--- config.mk ---
export PLATFORM = sky130hd
export DESIGN_NAME = i2c_addr_match
export DESIGN_NICKNAME = d
export VERILOG_FILES = /design/src/rtl/i2c_am_pkg.sv /design/src/rtl/i2c_am_cfg_latch.sv /design/src/rtl/i2c_am_cmp.sv /design/src/rtl/i2c_am_seq.sv /design/src/rtl/i2c_addr_match.sv
export SDC_FILE = /design/constraint.sdc
export NUM_CORES = 1
export LEC_CHECK = 0
export ABC_AREA = 0
export BUFFER_PORTS_ARGS = -buffer_cell sky130_fd_sc_hd__buf_2
export CAP_MARGIN = 25
export CORE_AREA = 4 4 52 54
export CTS_BUF_LIST = sky130_fd_sc_hd__clkbuf_16
export DETAILED_ROUTE_END_ITERATION = 12
export DIE_AREA = 0 0 56 58
export PLACE_DENSITY_LB_ADDON = 0.1
export RECOVER_POWER = 50
export SYNTH_ARGS = -nofsm -noshare
export SYNTH_HDL_FRONTEND = slang
export SYNTH_HIERARCHICAL = 1
export SYNTH_SLANG_ARGS = --single-unit
--- constraint.sdc ---
create_clock -name clk -period 1.95 [get_ports clk]
set_input_delay 0.39 -clock clk [delete_from_list [all_inputs] [get_ports clk]]
set_output_delay 0.39 -clock clk [all_outputs]
set_load 0.005 [all_outputs]
--- src/rtl/i2c_am_pkg.sv ---
// Package: shared constants and types for the I2C address recognizer.
// Assumes bytes arrive whole from an external shifter; widths follow the bus.
package i2c_am_pkg;

    localparam int BYTE_W    = 8;
    localparam int ADDR_W    = 10;
    localparam int SHORT_W   = 7;
    localparam int PREFIX_W  = 5;
    localparam int HI_W      = ADDR_W - BYTE_W;
    localparam logic [PREFIX_W-1:0] TEN_PREFIX = 5'b11110;

    // Address-phase sequencer states
    typedef enum logic [1:0] {
        ST_IDLE   = 2'd0,   // ignore bus until START
        ST_FIRST  = 2'd1,   // await first address byte
        ST_SECOND = 2'd2,   // await 10-bit low address byte
        ST_ACTIVE = 2'd3    // selected, data phase (handled elsewhere)
    } am_state_e;

    // Configuration captured at START
    typedef struct packed {
        logic              ten_mode;
        logic [ADDR_W-1:0] addr;
    } am_cfg_t;

endpackage

--- src/rtl/i2c_am_cfg_latch.sv ---
// Module: captures mode select and own address on each START strobe.
// Assumes: configuration inputs may change at any time; only START loads them.
module i2c_am_cfg_latch
    import i2c_am_pkg::*;
(
    input  logic              clk,
    input  logic              rst_n,
    input  logic              start_i,
    input  logic              ten_mode_i,
    input  logic [ADDR_W-1:0] addr_i,
    output am_cfg_t           cfg_o
);

    am_cfg_t cfg_q;

    // Load the configuration snapshot on START, hold it otherwise
    always_ff @(posedge clk) begin
        if (!rst_n) begin
            cfg_q <= '0;
        end else if (start_i) begin
            cfg_q.ten_mode <= ten_mode_i;
            cfg_q.addr     <= addr_i;
        end
    end

    assign cfg_o = cfg_q;

endmodule

--- src/rtl/i2c_am_cmp.sv ---
// Module: combinational comparison of a received byte against the captured
// own address. Produces the short-address hit, the 10-bit header hit and
// the 10-bit low-byte hit. Assumes cfg_i is stable while bytes arrive.
module i2c_am_cmp
    import i2c_am_pkg::*;
(
    input  logic [BYTE_W-1:0] byte_i,
    input  am_cfg_t           cfg_i,
    output logic              hit_short_o,
    output logic              hit_hdr_o,
    output logic              hit_low_o,
    output logic              rd_bit_o
);

    logic prefix_seen;
    logic hi_equal;
    logic short_equal;

    // Decode the header prefix and field equalities
    always_comb begin
        prefix_seen = (byte_i[BYTE_W-1 -: PREFIX_W] == TEN_PREFIX);
        hi_equal    = (byte_i[HI_W:1] == cfg_i.addr[ADDR_W-1:BYTE_W]);
        short_equal = (byte_i[BYTE_W-1:1] == cfg_i.addr[SHORT_W-1:0]);
    end

    // Short address may never match the reserved 10-bit prefix
    always_comb begin
        hit_short_o = short_equal && !prefix_seen;
        hit_hdr_o   = prefix_seen && hi_equal;
        hit_low_o   = (byte_i == cfg_i.addr[BYTE_W-1:0]);
        rd_bit_o    = byte_i[0];
    end

endmodule

--- src/rtl/i2c_am_seq.sv ---
// Module: address-phase sequencer. Steps through first/second address bytes,
// raises a one-cycle acknowledge request per accepted byte, latches match and
// direction, and arms a repeated-START read re-select after a full 10-bit
// match. Assumes START/STOP/valid are single-cycle strobes.
module i2c_am_seq
    import i2c_am_pkg::*;
(
    input  logic clk,
    input  logic rst_n,
    input  logic start_i,
    input  logic stop_i,
    input  logic byte_valid_i,
    input  logic ten_mode_i,
    input  logic hit_short_i,
    input  logic hit_hdr_i,
    input  logic hit_low_i,
    input  logic rd_bit_i,
    output logic ack_o,
    output logic matched_o,
    output logic dir_rd_o
);

    am_state_e state_q;
    logic      ack_q;
    logic      match_q;
    logic      dir_q;
    logic      hdr_dir_q;   // direction from the 10-bit header byte
    logic      ten_sel_q;   // current selection came from 10-bit addressing
    logic      armed_q;     // repeated-START read re-select allowed

    // Sequencer: START beats STOP, both beat a coincident byte
    always_ff @(posedge clk) begin
        if (!rst_n) begin
            state_q   <= ST_IDLE;
            ack_q     <= 1'b0;
            match_q   <= 1'b0;
            dir_q     <= 1'b0;
            hdr_dir_q <= 1'b0;
            ten_sel_q <= 1'b0;
            armed_q   <= 1'b0;
        end else begin
            ack_q <= 1'b0;
            if (start_i) begin
                state_q   <= ST_FIRST;
                match_q   <= 1'b0;
                dir_q     <= 1'b0;
                armed_q   <= match_q && ten_sel_q;
                ten_sel_q <= 1'b0;
            end else if (stop_i) begin
                state_q   <= ST_IDLE;
                match_q   <= 1'b0;
                dir_q     <= 1'b0;
                armed_q   <= 1'b0;
                ten_sel_q <= 1'b0;
            end else if (byte_valid_i) begin
                unique case (state_q)
                    ST_FIRST: begin
                        armed_q <= 1'b0;
                        if (ten_mode_i) begin
                            if (hit_hdr_i && armed_q && rd_bit_i) begin
                                ack_q     <= 1'b1;
                                match_q   <= 1'b1;
                                dir_q     <= 1'b1;
                                ten_sel_q <= 1'b1;
                                state_q   <= ST_ACTIVE;
                            end else if (hit_hdr_i) begin
                                ack_q     <= 1'b1;
                                hdr_dir_q <= rd_bit_i;
                                state_q   <= ST_SECOND;
                            end else begin
                                state_q   <= ST_IDLE;
                            end
                        end else if (hit_short_i) begin
                            ack_q   <= 1'b1;
                            match_q <= 1'b1;
                            dir_q   <= rd_bit_i;
                            state_q <= ST_ACTIVE;
                        end else begin
                            state_q <= ST_IDLE;
                        end
                    end
                    ST_SECOND: begin
                        if (hit_low_i) begin
                            ack_q     <= 1'b1;
                            match_q   <= 1'b1;
                            dir_q     <= hdr_dir_q;
                            ten_sel_q <= 1'b1;
                            state_q   <= ST_ACTIVE;
                        end else begin
                            state_q   <= ST_IDLE;
                        end
                    end
                    default: begin
                        state_q <= state_q;
                    end
                endcase
            end
        end
    end

    assign ack_o     = ack_q;
    assign matched_o = match_q;
    assign dir_rd_o  = dir_q;

endmodule

--- src/rtl/i2c_addr_match.sv ---
// Module: top of the I2C target address recognizer. Captures configuration
// at START, compares address bytes, and sequences 7-bit and 10-bit address
// phases. Assumes an external shifter supplies strobes and whole bytes.
module i2c_addr_match
    import i2c_am_pkg::*;
(
    input  logic              clk,
    input  logic              rst_n,
    input  logic              start_i,
    input  logic              stop_i,
    input  logic              byte_valid_i,
    input  logic [BYTE_W-1:0] byte_i,
    input  logic              cfg_ten_bit_i,
    input  logic [ADDR_W-1:0] cfg_own_addr_i,
    output logic              ack_req_o,
    output logic              matched_o,
    output logic              dir_rd_o
);

    am_cfg_t cfg_snap;
    logic    hit_short;
    logic    hit_hdr;
    logic    hit_low;
    logic    rd_bit;

    i2c_am_cfg_latch u_cfg (
        .clk        (clk),
        .rst_n      (rst_n),
        .start_i    (start_i),
        .ten_mode_i (cfg_ten_bit_i),
        .addr_i     (cfg_own_addr_i),
        .cfg_o      (cfg_snap)
    );

    i2c_am_cmp u_cmp (
        .byte_i      (byte_i),
        .cfg_i       (cfg_snap),
        .hit_short_o (hit_short),
        .hit_hdr_o   (hit_hdr),
        .hit_low_o   (hit_low),
        .rd_bit_o    (rd_bit)
    );

    i2c_am_seq u_seq (
        .clk          (clk),
        .rst_n        (rst_n),
        .start_i      (start_i),
        .stop_i       (stop_i),
        .byte_valid_i (byte_valid_i),
        .ten_mode_i   (cfg_snap.ten_mode),
        .hit_short_i  (hit_short),
        .hit_hdr_i    (hit_hdr),
        .hit_low_i    (hit_low),
        .rd_bit_i     (rd_bit),
        .ack_o        (ack_req_o),
        .matched_o    (matched_o),
        .dir_rd_o     (dir_rd_o)
    );

endmodule

==> flow_summary.toml <==
[power_and_ir_drop]
ir_drop_uv = 375
leakage_nw = 0.561
p_seq_frac = 0.425
clkPwrFrac = 0.430
power.switching_w = 0.000232
p_int_w = 0.000756
swShare = 0.235
combPwrFrac = 0.144
power.density_nw_per_um2 = 726

[run_status]
status = "completed"

[yosys]
synthTopCellsByArea = "dfxtp_1 35%, mux2i_1 11%, xnor2_1 9.6%"
syn_inst = 113
synth-seq-cells = 19
synth_edf_count = 0
post-synth-top-area-cell = "dfxtp_1"
synthDistinctLibCells = 36
synth-main-ff-cell = "dfxtp_1"
ys_warn_count = 6
syn_area_um2 = 1090
yosysTopAreaCellShare = 0.348
syn_area_per_cell_um2 = 9.68
synthTopCellsByCount = "19 x dfxtp_1, 12 x mux2i_1, 12 x nor2b_1, 12 x xnor2_1, 7 x inv_1"
async_reset_ff_frac = 0
synth_nets = 139
synth_most_common_cell = "dfxtp_1"
seq_area_frac_synth = 0.348

[timing]
worstMarginPinSlew_ns = 0.987
drv_slew = 0
fin_tns_setup_ns = 0
period_minus_slack_ns = 1.78
maxSlewHeadroom = 0.342
skew_ns = 0.00207
rsz0062_at_grt = "no"
max_freq_mhz = 561
timing.final.ws_setup_ns = 0.166
setup_viol = 0
hold_viol = 0
period_share = 0.915
whs_ns = 0.396

[routing]
drc = 0
via_per_inst = 5.34
wl_per_cell_um = 13.8
wl_mm = 2.40
drtIter0Drc = 8
dr.pass1.iters = 4
via_count = 930
ant_nets = 0

[finish]
stdcell_area_um2 = 1360
nFillCells = 209
layout-drive-gt1-share = 0.281
areaGrowthSynthToFinish_pct = 24.4
stdcell_count = 174
final_net_count = 173
n_antenna_cell = 0

[clock_network]
clk_latency_ns = 0.25
hold_buffers = 0
cts-htree-levels = 1
cts.sinks = 19
cts_resized = 0
cts_buffers = 3
cts_tree = "done"
postCtsSetupBuffers = 0
cts_max_path_buffers = 2
cts_root_buf = "clkbuf_16"
clk_pin_slew_ns = 0.06

[die]
start_util = 0.494
io_pins = 27
row_count = 17
die_y_um = 58
core_um2 = 2210
die-area_um2 = 3250
die_w_um = 56

[setup_path]
critPathCaptureType = "flip-flop"
critPathMaxFanout = 4
cp-start-kind = "flip-flop"
required_ns = 2.09
crit_type = "reg2reg"
worst_ep_arrival_time_ns = 1.93

[placed_design]
dpl.cell_count = 170
gp_congestion = 0.831
io_buffers = 26
pre_cts_slack_ns = -0.00417
place_area_um2 = 1280
dpl.hpwl_mm = 1.79

[global_route]
grt_overflow = 0
grt_pass1_wl_mm = 4.07
grt_start_max_net_pins = 17
grt_util_all_layers = 0.156
antenna_found_initial = 0
grt_pass1_vias = 927

[hold_path]
hold_path.class = "in2reg"

[flow_run]
cap_violations = 0
## path summary, 6_finish.rpt
kind                                         from              end  slack, ns  cells after the start
worst max register to register     u_cfg/cfg_o[9]  u_seq/hdr_dir_q       0.17                      6
worst min register to register    u_seq/ten_sel_q  u_seq/ten_sel_q       0.46                      2
worst max-delay path               u_cfg/cfg_o[9]  u_seq/hdr_dir_q       0.17                      6
worst min-delay path            cfg_own_addr_i[5]   u_cfg/cfg_o[5]       0.40                      3
## worst max-delay path, stage by stage, from the launching register on
cell     delay, ns
dfxtp_1       0.32
xor2_1        0.16
nor4_1        0.24
buf_4         0.17
nand2_1       0.06
or4_1         0.48
o221a_1       0.25
## power groups by stage
| stage | sequential [W] | combinational (W) | clock, W |
|---|---|---|---|
| final | 0.000420 | 0.000143 | 0.000425 |
| after floorplan | 0.000425 | 0.0000886 | 0 |
| after CTS | 0.000420 | 0.000143 | 0.000434 |
| after global placement | 0.000428 | 0.000137 | 0 |
| after global routing | 0.000423 | 0.000157 | 0.000449 |
| after detailed placement | 0.000429 | 0.000140 | 0 |
## placed cells by master, fill, tap and decap left out
master,count
a22oi_1,1
a21oi_1,3
o31ai_1,1
or4_1,1
ha_1,2
nor2b_1,12
mux2_1,1
buf_2,25
nor4_2,1
xnor2_1,12
mux2i_1,12
xnor2_2,1
nor4_1,1
o221a_1,1
dfxtp_1,19
clkinv_2,1
and4_1,1
buf_4,6
inv_1,7
o41ai_1,1
clkbuf_1,1
nand2_1,6
mux2_2,1
o311ai_0,1
xor2_1,4
and2b_4,1
o311ai_2,1
o211ai_1,3
a221oi_1,1
a21o_1,1
and4bb_2,1
nand2b_1,3
nand3_1,2
nor3b_1,1
nor2_1,3
nor3_1,1
clkbuf_16,3
nand4_1,3
## through the flow
stage,total power [W],util
finish,0.000987,0.615
global placement,0.000565,0.579
global route,0.00103,0.615
detailed placement,0.000569,0.579
CTS,0.000997,0.615
floorplan,0.000513,-
## kinds of logic (layout without fill, tap and decap cells)
kind of cell / count (synthesis) / after routing / synth area share
AND/OR/NAND/NOR: 37 / 37 / 0.207
flip-flops: 19 / 19 / 0.348
XOR/XNOR: 17 / 17 / 0.143
AO/OA/AOI/OAI: 14 / 14 / 0.104
multiplexers: 14 / 14 / 0.130
buffers and inverters: 10 / 43 / 0.0446
adder cells (fa/ha/maj): 2 / 2 / 0.0229
## flip-flops by register name, summed over array words and instances, names as in the netlist
register and count:
u_seq/matched_o 1, u_seq/ten_sel_q 1, u_seq/armed_q 1, u_seq/dir_rd_o 1, u_seq/ack_o 1, u_cfg/cfg_o 11
u_seq/hdr_dir_q 1, u_seq/state_q 2
## per-layer routing
layer  up-vias  global-route usage  share of wire  wire length [um]
met5         -                   0              0                 0
met4         0              0.0610          0.013                31
met3         4              0.0334          0.045               108
met2        20               0.265           0.48              1150
met1       441               0.192           0.46              1110
li1        465                   -              -                 -
## area by class of cell
type / instances / area, um^2 / area share
clock buffers: 3 / 75.1 / 0.0552
multi-input cells: 84 / 664 / 0.489
flip-flops and latches: 19 / 380 / 0.280
inverters: 7 / 26.3 / 0.0193
clock inverters: 1 / 5.00 / 0.00368
repair buffers: 32 / 174 / 0.128
well taps: 28 / 35.0 / 0.0258
Power figures use the tool's default switching activity.
